$ cat src/rtl/spi_frame_master.sv
module spi_frame_master #(
  parameter int MAXW = 16,
  parameter int DIVW = 8
) (
  input  logic                     clk,
  input  logic                     rst_n,
  input  logic                     enable,
  input  logic                     cpol,
  input  logic                     cpha,
  input  logic [$clog2(MAXW)-1:0]  wlen,
  input  logic [DIVW-1:0]          half_div,
  input  logic                     tx_valid,
  input  logic [MAXW-1:0]          tx_data,
  output logic                     tx_pop,
  input  logic                     rx_full,
  output logic                     rx_push,
  output logic [MAXW-1:0]          rx_data,
  output logic                     overrun,
  output logic                     sclk,
  output logic                     fss_n,
  output logic                     mosi,
  input  logic                     miso,
  output logic                     busy
);
  localparam int CW = $clog2(MAXW);

  typedef enum logic [2:0] {S_IDLE, S_SETUP, S_RUN, S_TAIL, S_GAP} st_t;

  st_t             st;
  logic [DIVW-1:0] dc;
  logic            step, fin;
  logic [CW-1:0]   cnt;
  logic [MAXW-1:0] tsr, rsr;

  wire [CW-1:0]   wl    = (wlen < CW'(3)) ? CW'(3) : wlen;
  wire [DIVW-1:0] hd    = (half_div == '0) ? DIVW'(1) : half_div;
  wire            tick  = (st != S_IDLE) && (dc == hd - DIVW'(1));
  wire            lead  = (sclk == cpol);
  wire            last  = (cnt == wl);
  wire            more  = enable && tx_valid;
  wire            cap   = tick && ((st == S_SETUP && step && !cpha) ||
                                   (st == S_RUN && (lead ^ cpha)));
  wire            shf   = tick && ((st == S_SETUP && (step == cpha)) ||
                                   (st == S_RUN && (cpha ? lead : (!lead && !fin))));
  wire            start = (st == S_IDLE) && more;
  wire            chain = cap && last && cpha && (st == S_RUN) && more;
  wire [MAXW-1:0] rnext = {rsr[MAXW-2:0], miso};
  wire [MAXW-1:0] tload = tx_data << (MAXW - 1 - int'(wl));

  assign tx_pop = start || chain;
  assign busy   = !fss_n || more;

  always_ff @(posedge clk) begin
    if (!rst_n) begin
      st      <= S_IDLE;
      dc      <= '0;
      step    <= 1'b0;
      fin     <= 1'b0;
      cnt     <= '0;
      tsr     <= '0;
      rsr     <= '0;
      rx_data <= '0;
      rx_push <= 1'b0;
      overrun <= 1'b0;
      sclk    <= cpol;
      fss_n   <= 1'b1;
      mosi    <= 1'b0;
    end else begin
      rx_push <= 1'b0;
      dc      <= (st == S_IDLE || tick) ? '0 : dc + 1'b1;

      if (shf) begin
        mosi <= tsr[MAXW-1];
        tsr  <= tsr << 1;
      end

      if (cap) begin
        rsr <= rnext;
        if (last) begin
          cnt     <= '0;
          fin     <= 1'b1;
          rx_data <= rnext;
          if (rx_full) overrun <= 1'b1;
          else         rx_push <= 1'b1;
        end else begin
          cnt <= cnt + 1'b1;
        end
      end

      case (st)
        S_IDLE: begin
          sclk <= cpol;
          mosi <= 1'b0;
          if (start) begin
            st    <= S_SETUP;
            fss_n <= 1'b0;
            step  <= 1'b0;
            tsr   <= tload;
            rsr   <= '0;
            cnt   <= '0;
            fin   <= 1'b0;
          end
        end
        S_SETUP: if (tick) begin
          step <= 1'b1;
          if (step) begin
            sclk <= ~sclk;
            st   <= S_RUN;
          end
        end
        S_RUN: if (tick) begin
          sclk <= ~sclk;
          if (cpha && cap && last) begin
            if (more) begin
              tsr <= tload;
              rsr <= '0;
              cnt <= '0;
              fin <= 1'b0;
            end else begin
              st   <= S_TAIL;
              step <= 1'b1;
            end
          end else if (!cpha && !lead && fin) begin
            st   <= S_TAIL;
            step <= 1'b0;
          end
        end
        S_TAIL: if (tick) begin
          if (step) begin
            step <= 1'b0;
          end else begin
            fss_n <= 1'b1;
            mosi  <= 1'b0;
            st    <= S_GAP;
          end
        end
        S_GAP: if (tick) st <= S_IDLE;
        default: st <= S_IDLE;
      endcase
    end
  end
endmodule

$ cat config.mk
export PLATFORM = sky130hd
export DESIGN_NAME = spi_frame_master
export DESIGN_NICKNAME = d
export VERILOG_FILES = /design/src/rtl/spi_frame_master.sv
export SDC_FILE = /design/constraint.sdc
export NUM_CORES = 1
export LEC_CHECK = 0
export ABC_AREA = 1
export BUFFER_PORTS_ARGS = -buffer_cell sky130_fd_sc_hd__buf_4
export CELL_PAD_IN_SITES_DETAIL_PLACEMENT = 1
export CELL_PAD_IN_SITES_GLOBAL_PLACEMENT = 2
export CORE_ASPECT_RATIO = 1.4
export CORE_MARGIN = 2
export CORE_UTILIZATION = 28
export CTS_CLUSTER_DIAMETER = 80
export CTS_CLUSTER_SIZE = 14
export DETAILED_ROUTE_END_ITERATION = 8
export PLACE_DENSITY_LB_ADDON = 0.2
export SLEW_MARGIN = 20
export SYNTH_ARGS = -nofsm -noshare
export SYNTH_HDL_FRONTEND = slang
export SYNTH_SLANG_ARGS = --single-unit
export TNS_END_PERCENT = 100
$ cat constraint.sdc
create_clock -name clk -period 3.6 [get_ports clk]
set_clock_uncertainty 0.1 [all_clocks]
set_input_delay 0.72 -clock clk [delete_from_list [all_inputs] [get_ports clk]]
set_output_delay 0.72 -clock clk [all_outputs]
set_load 0.1 [all_outputs]
=== Word-level counts from Yosys, hierarchy flattened ===
Cells that the tools add are included.

* Register bits: 70
* Bits of input ports: 36

* $add $sub $neg: 4
* Magnitude comparators: 1
* Equality and inequality tests: 21
* Shifts and indexed selects: 1
* Multiplexer cells: 61
* Bitwise gates (word level): 3
* Reduce and logical (&&, ||, !) cells: 41

{| class="wikitable"
|+ Operators by type and width
! operator !! number
|-
| $mux 16 || 10
|-
| $pmux 16 s2 || 2
|-
| $shl 16x32->16 || 1
|-
| $mux 3 || 10
|-
| $mux 4 || 7
|-
| $mux 1 || 24
|-
| $logic_and 1x1->1 || 19
|-
| $pmux 3 s5 || 1
|-
| $ne 2x2->1 const B || 7
|-
| $ne 3x3->1 const B || 4
|-
| $reduce_and 9->1 || 1
|-
| $add 8x1->8 const B || 1
|-
| $eq 8x8->1 || 1
|-
| $logic_not 8->1 || 1
|-
| $mux 8 || 1
|-
| $pmux 4 s2 || 1
|-
| $reduce_and 4->1 || 2
|-
| $sub 8x1->8 const B || 1
|-
| $reduce_and 7->1 || 1
|-
| $eq 3x2->1 const B || 2
|-
| $pmux 1 s2 || 3
|-
| $reduce_and 3->1 || 2
|-
| $logic_or 1x1->1 || 5
|-
| $sub 4x4->5 const A || 1
|-
| 19 further kinds || 24
|}

=== Logic depth before layout (Yosys ltp) ===
Gate-level depths: netlist of the first run.

* Depth after elaboration: 12
* Mapped depth: 24
* Gate-level depth less buffers: 24

=== Worst setup path before layout of the first run ===
Ideal clock, no wire load.

* Path type: input to output
* Start point: input half_div[5]
* End point: output tx_pop
* Arrival time: 2.761 ns
* Slack: 0.019 ns
* Stages on the path: 19
* Cells stage by stage: inv_1 nand2_1 nor2_4 nand2_4 nand2_2 inv_1 ha_1 xor2_1 nand2_1 inv_1 nand3_1 nor2_2 nand3_4 nor2_8 nand4_4 nor2_4 nand2_4 nand2_8 buf_8

* Word-level cells in the longest chain between the ends: 11

{| class="wikitable"
|+ Ends and longest elaborated chain
! what !! RTL line !! RTL
|-
| start: declaration || 11 || <nowiki>input logic [DIVW-1:0] half_div,</nowiki>
|-
| $logic_not 8->1 || 36 || <nowiki>wire [DIVW-1:0] hd = (half_div == '0) ? DIVW'(1) : half_div;</nowiki>
|-
| $mux 8 * || 36 ||
|-
| $sub 8x1->8 * || 37 || <nowiki>wire tick = (st != S_IDLE) && (dc == hd - DIVW'(1));</nowiki>
|-
| $eq 8x8->1 * || 37 ||
|-
| $logic_and 1x1->1 * || 37 ||
|-
| $logic_and 1x1->1 * || 41 || <nowiki>wire cap = tick && ((st == S_SETUP && step && !cpha) ||</nowiki>
|-
| $logic_and 1x1->1 * (4 in a row) || 46 || <nowiki>wire chain = cap && last && cpha && (st == S_RUN) && more;</nowiki>
|-
| $logic_or 1x1->1 * || 50 || <nowiki>assign tx_pop = start || chain;</nowiki>
|-
| end: declaration || 14 || <nowiki>output logic tx_pop,</nowiki>
|}

Every way passes the cells marked *; elsewhere a longest branch is shown, timed or not.

=== Final worst setup path of the first run ===
* Start point: input half_div[3]
* End point: output tx_pop

The elaborated chain is that of the path after synthesis.

==> results of run 1 <==
## worst paths after layout
kind	endpoint	slack [ns]	start
setup / recovery	tx_pop	0.13	half_div[3]
setup reg to reg	tsr[5]	0.96	sclk
hold reg to reg	overrun	0.35	overrun
hold / removal	overrun	0.35	overrun
## cell families after synthesis
logic type / Yosys count / synth area share
compound gates: 111 / 0.146
buf+inv: 87 / 0.0889
fa+ha+maj: 4 / 0.0124
mux: 6 / 0.0148
xor+xnor: 15 / 0.0324
simple gates: 325 / 0.362
flops: 69 / 0.343
## sequential cells by signal (all words and copies together), names as in the netlist, 3 cells and up
register	count
cnt	4
st	3
rsr	15
tsr	16
rx_data	16
dc	8
## where the power goes
part | total, W | switching (W) | internal [W]
clock network | 0.000919 | 0.000358 | 0.000560
registers | 0.000868 | 0.0000445 | 0.000823
logic | 0.000732 | 0.000495 | 0.000237
## metrics by stage
| step | worst slack [ns] | utilization |
|---|---|---|
| detailed placement | -0.187 | 0.339 |
| floorplan | 0.0194 | - |
| global route | -0.0178 | 0.372 |
| global placement | -0.0952 | 0.339 |
| finish | 0.131 | 0.372 |
| CTS | 0.000841 | 0.369 |
## metal layers
| metal | global-route usage | routed length [microns] | up-vias |
|---|---|---|---|
| met2 | 0.296 | 6220 | 56 |
| met5 | 0 | 0 | - |
| li1 | - | - | 2167 |
| met4 | 0.0513 | 194 | 0 |
| met1 | 0.195 | 5450 | 1953 |
| met3 | 0.0192 | 266 | 13 |
## synthesized netlist by cell type
cell / n / area, sq um
inv_4: 1 / 6.26
a21oi_1: 25 / 125
or2_1: 2 / 12.5
mux2i_1: 6 / 60.1
nand4_4: 1 / 21.3
edfxtp_1: 1 / 30.0
xnor2_1: 4 / 35.0
clkinv_1: 2 / 7.51
ha_1: 4 / 50.1
inv_1: 54 / 203
o21ai_1: 4 / 20.0
nand2_1: 174 / 653
o2111a_1: 1 / 11.3
nand4_1: 8 / 50.1
nand2_4: 3 / 33.8
a31oi_1: 3 / 18.8
nand3_2: 4 / 40.0
dfxtp_1: 68 / 1360
buf_6: 1 / 11.3
nor2_1: 76 / 285
nand3_1: 32 / 160
buf_2: 7 / 35.0
o211ai_1: 7 / 52.6
buf_4: 1 / 7.51
o21ai_0: 65 / 325
nor3_2: 1 / 10.0
nor2_4: 2 / 22.5
nor2_8: 1 / 20.0
nand2_8: 1 / 20.0
nor2_2: 6 / 37.5
inv_2: 7 / 26.3
xor2_1: 11 / 96.3
clkbuf_1: 13 / 48.8
or2_0: 2 / 12.5
nand3_4: 2 / 35.0
o22ai_1: 6 / 37.5
buf_8: 1 / 15.0
nor3_1: 7 / 35.0
nand2_2: 3 / 18.8
## area by class of cell
cell class | instances | share of cell area
well taps | 189 | 0.0444
clock inverters | 6 | 0.0132
inverters | 64 | 0.0475
flip-flops and latches | 69 | 0.261
clock buffers | 10 | 0.0449
multi-input cells | 461 | 0.440
repair buffers | 100 | 0.148
## worst register-to-register path, stage by stage (launching register included)
cell,delay [ns]
edfxtp_1,0.43
xnor2_1,0.27
inv_1,0.08
ha_1,0.28
inv_1,0.04
o22ai_1,0.15
buf_4,0.16
nand4_4,0.11
nor2_4,0.14
nand2_4,0.08
nand2_8,0.07
buf_4,0.23
inv_4,0.11
nand2_4,0.20
o22ai_1,0.09
## cells in the final DEF (no fill, tap or decap), types with 2 or more instances in the layout
cell and count:
or2_0 2, buf_4 93, inv_4 4, inv_6 2, nand2_1 171, xnor2_1 4
a31oi_1 3, xor2_1 11, nor2_2 4, or2_1 2, nand4_1 8, nor2_1 76
o21ai_1 4, nand3_2 5, nand3_1 31, o21ai_0 65, o22ai_1 6, clkinv_1 2
mux2i_1 6, nand2_4 5, clkbuf_16 9, ha_1 3, dfxtp_1 68, clkinv_4 2
nand3_4 2, inv_2 8, nor2_4 4, nand2_2 4, buf_6 5, o211ai_1 7
nor3_1 7, inv_1 50, a21oi_1 25
## repair_timing
| item | CTS | global route |
|---|---|---|
| pin swaps | 11 | 11 |
| setup buffers | 7 | 3 |
| setup endpoints to repair | 1 | 1 |
| resized for setup | 20 | 8 |
==> flow_metrics.tcl, run 1 <==
set metrics [dict create \
    setup_viol 0 \
    io_buffers 58 \
    htree_levels 3 \
    start_util 0.283 \
    cp.required_ns 2.78 \
    register_area_sq_um 1390 \
    ios 59 \
    p_leak_nw 2.46 \
    peakVddDrop_mv 0.288 \
    clkTransAtPathRegs_ns 0.06 \
    cts_tree "yes" \
    fmax_mhz 288 \
    yosysWarnings 0 \
    dieArea_sq_um 15500 \
    die_w_microns 106 \
    antenna_found_initial 0 \
    status "completed" \
    cts_max_path_buffers 2 \
    grtUsageTotal 0.162 \
    fin_nets 745 \
    cts_hold_buf 0 \
    endpoint_kind "primary output" \
    cts.sinks 69 \
    grt_overflow 0 \
    ant_nets 0 \
    critical_path_arrival_ns 2.65 \
    slew_headroom 0.604 \
    dp.cells 873 \
    drive_above_1_share 0.221 \
    syn_inst 617 \
    place.gp.congestion 0.796 \
    areaGrowthSynthToFinish_pct 31.4 \
    tightest_slew_ns 0.591 \
    dr.pass1.iters 4 \
    finalPower_w 0.00252 \
    cts_buffers 9 \
    avgRoutedWirePerCell_microns 13.5 \
    fp.dieH_microns 146 \
    drcViolationCount 0 \
    instances_no_fill 899 \
    grt_max_degree 31 \
    syn_area_per_cell_sq_um 6.57 \
    insertion_delay_ns 0.33 \
    path_delay_family "simple AND/OR/NAND/NOR gates" \
    min_period_ns 3.47 \
    slowest_delay_ns 0.25 \
    drt_wl_total_microns 12100 \
    core_region_area_sq_um 14300 \
    synth-seq-cells 69 \
    diodes 0 \
    finalMaxSlewViolations 0 \
    fin_area_sq_um 5320 \
    viasPerCell 4.66 \
    cp_num_buf_inv 5 \
    hold_viol_final 0 \
    netlist_area_sq_um 4050 \
    clock-root-buffer "clkbuf_16" \
    holdPathStages 2 \
    crit_cells 20 \
    grt_pass1_wl_microns 20500 \
    dpl_cell_area_sq_um 4850 \
    path_cells "buf_6 -> inv_2 -> nand2_4 -> nor2_4 -> nand2_4 -> nand2_4 -> inv_4 -> ha_4 -> xor2_1 -> nand2_1 -> inv_1 -> nand3_2 -> nor2_4 -> nand3_4 -> nor2_8 -> nand4_4 -> nor2_4 -> nand2_4 -> nand2_8 -> buf_12" \
    holdWs_ns 0.346 \
    synth_nets 657 \
    yosys.cell_types.count 39 \
    critPathLaunchType "input pin" \
    r2r.worst_path.cells 14 \
    num-fill-cells 1848 \
    fin_crit_sh 0.964 \
    critical_path.slowest_cell "ha_4" \
    num_vias 4189 \
    rows 52 \
    p_per_area_nw_per_um2 473 \
    dp_hpwl_microns 9370 \
    worst-setup-path-type "input pin to primary output" \
    yosysSeqAreaShare 0.343 \
    drv_cap 0 \
    first_global_vias 4324 \
    multiInputGateArea_sq_um 2340 \
    timing.critical_path.mode_cell "nand2_4" \
    fin_tns_setup_ns 0 \
    drtIter0Drc 129 \
    cp_max_fo 2 \
    hp-class "flip-flop to flip-flop" \
]
Power figures use the tool's default switching activity.
==> run 2: changes to the inputs <==
- PLACE_DENSITY: default -> 0.8
- PLACE_DENSITY_LB_ADDON: 0.2 -> default
==> flow_metrics.tcl, run 2 (synthesis results as in run 1) <==
set metrics [dict create \
    cts_max_path_buffers 2 \
    drv_cap 0 \
    r2r_start "sclk" \
    fin_crit_sh 1.00 \
    dp_hpwl_microns 9130 \
    fp.dieH_microns 146 \
    antenna_found_initial 0 \
    hold_viol_final 0 \
    viasPerCell 4.68 \
    top_regs "rx_data (16), tsr (16), rsr (15)" \
    rows 52 \
    hp-class "flip-flop to flip-flop" \
    first_global_vias 4348 \
    drt_wl_total_microns 12200 \
    slew_headroom 0.631 \
    critPathLaunchType "input pin" \
    place.gp.congestion 0.854 \
    cp_max_fo 2 \
    status "completed" \
    path_cells "buf_6 -> inv_2 -> nand2_2 -> nor2_4 -> nand2_4 -> nand2_4 -> inv_4 -> ha_4 -> xor2_1 -> nand2_1 -> inv_2 -> nand3_2 -> nor2_4 -> nand3_4 -> nor2_8 -> nand4_4 -> nor2_4 -> nand2_4 -> nand2_8 -> buf_12" \
    register_area_sq_um 1390 \
    dieArea_sq_um 15500 \
    critical_path_arrival_ns 2.78 \
    place_ws_ns -0.253 \
    rsz0062_at_grt "yes" \
    clock-root-buffer "clkbuf_16" \
    critical_path.slowest_cell "ha_4" \
    tightest_slew_ns 0.553 \
    ios 59 \
    num_vias 4223 \
    drive_above_1_share 0.224 \
    insertion_delay_ns 0.33 \
    grt_max_degree 32 \
    grt_overflow 0 \
    cts_buffers 9 \
    fin_tns_setup_ns 0 \
    core_region_area_sq_um 14300 \
    endpoint_kind "primary output" \
    drcViolationCount 0 \
    diodes 0 \
    cp.required_ns 2.78 \
    clkTransAtPathRegs_ns 0.06 \
    ff2ff_setup_slack_ns 0.88 \
    grt_pass1_wl_microns 20200 \
    mostFrequentLayoutCells "nand2_1 (172), buf_4 (96), nor2_1 (76)" \
    htree_levels 3 \
    drtIter0Drc 176 \
    dr.pass1.iters 4 \
    io_buffers 58 \
    avgRoutedWirePerCell_microns 13.5 \
    num-fill-cells 1840 \
    cp_num_buf_inv 5 \
    r2r.worst_path.cells 13 \
    crit_start "half_div[6]" \
    start_util 0.283 \
    multiInputGateArea_sq_um 2350 \
    cts.sinks 69 \
    peakVddDrop_mv 0.309 \
    die_w_microns 106 \
    ant_nets 0 \
    finalMaxSlewViolations 0 \
    path_delay_family "simple AND/OR/NAND/NOR gates" \
    min_period_ns 3.60 \
    rr_endpoint "rx_data[11]" \
    holdPathStages 2 \
    fin_area_sq_um 5320 \
    final_common_cell "nand2_1" \
    dpl_cell_area_sq_um 4830 \
    fmax_mhz 278 \
    areaGrowthSynthToFinish_pct 31.4 \
    hold_end "overrun" \
    timing.final.ws_setup_ns 0.00124 \
    fin_util 0.372 \
    min_from "overrun" \
    slowest_delay_ns 0.26 \
    fin_nets 748 \
    grtUsageTotal 0.160 \
    worst-setup-path-type "input pin to primary output" \
    cts_tree "yes" \
    p_per_area_nw_per_um2 456 \
    setup_viol 0 \
    p_leak_nw 2.46 \
]
==> run 2: cell count changes in the layout (fill, tap and decap cells not counted), sizes merged <==
cell / previous run / this run
clkinvlp: 1 / 2
inv: 64 / 65
bufinv: 1 / 0
clkbuf: 10 / 9
buf: 100 / 103
==> run 2: repair_timing <==
action,CTS,global route
gates resized for setup,23,8
endpoints found under the setup margin,1,1
setup buffers,12,3
pin swaps,12,10
hold buffers,0,0
==> run 2: final cells by class <==
cell class,count,share of cell area
Clock buffer,9,0.0423
Clock inverter,7,0.00917
Inverter,64,0.0484
Multi-Input combinational cell,461,0.441
Sequential cell,69,0.261
Tap cell,189,0.0444
Timing Repair Buffer,103,0.153
==> run 2: report_power, final <==
| group | switching, W | internal (W) | total [W] |
|---|---|---|---|
| logic | 0.000498 | 0.000240 | 0.000738 |
| registers | 0.0000440 | 0.000823 | 0.000867 |
| clock network | 0.000355 | 0.000469 | 0.000824 |
==> run 2: worst max-delay path by stage <==
stage | slack (ns) | endpoint | cells past startpoint
6_report | 0.001 | tx_pop | 20
5_1_grt | -0.11 | tx_pop | 20
4_1_cts | -0.06 | tx_pop | 20
3_5_place_dp | -0.25 | tx_pop | 22
3_3_place_gp | -0.10 | tx_pop | 20
2_1_floorplan | 0.02 | tx_pop | 19
==> run 2: per-stage QoR <==
| step | power [W] | std cells | hold WS [ns] |
|---|---|---|---|
| finish | 0.00243 | 902 | 0.350 |
| global route | 0.00258 | 902 | 0.375 |
| floorplan | 0.00140 | 617 | 0.347 |
| global placement | 0.00158 | 871 | 0.334 |
| CTS | 0.00246 | 899 | 0.353 |
| detailed placement | 0.00160 | 871 | 0.344 |
==> run 2: per-layer routing <==
| layer | up-vias | global-route usage | wire, microns | part of all wire |
|---|---|---|---|---|
| met5 | - | 0 | 0 | 0 |
| met4 | 0 | 0.0625 | 335 | 0.027 |
| met3 | 22 | 0.0228 | 292 | 0.024 |
| met2 | 65 | 0.293 | 6300 | 0.52 |
| met1 | 1966 | 0.186 | 5260 | 0.43 |
| li1 | 2170 | - | - | - |
==> run 2: worst reg2reg max path: cells and delay by family (launching register included) <==
family,cells,cell delay (ns)
DFF,1,0.42
buffers and inverters,7,0.87
xor gates and xnor gates,1,0.28
and+or+nand+nor,2,0.31
adders and majority gates,1,0.28
AOI/OAI and AO/OA,2,0.39
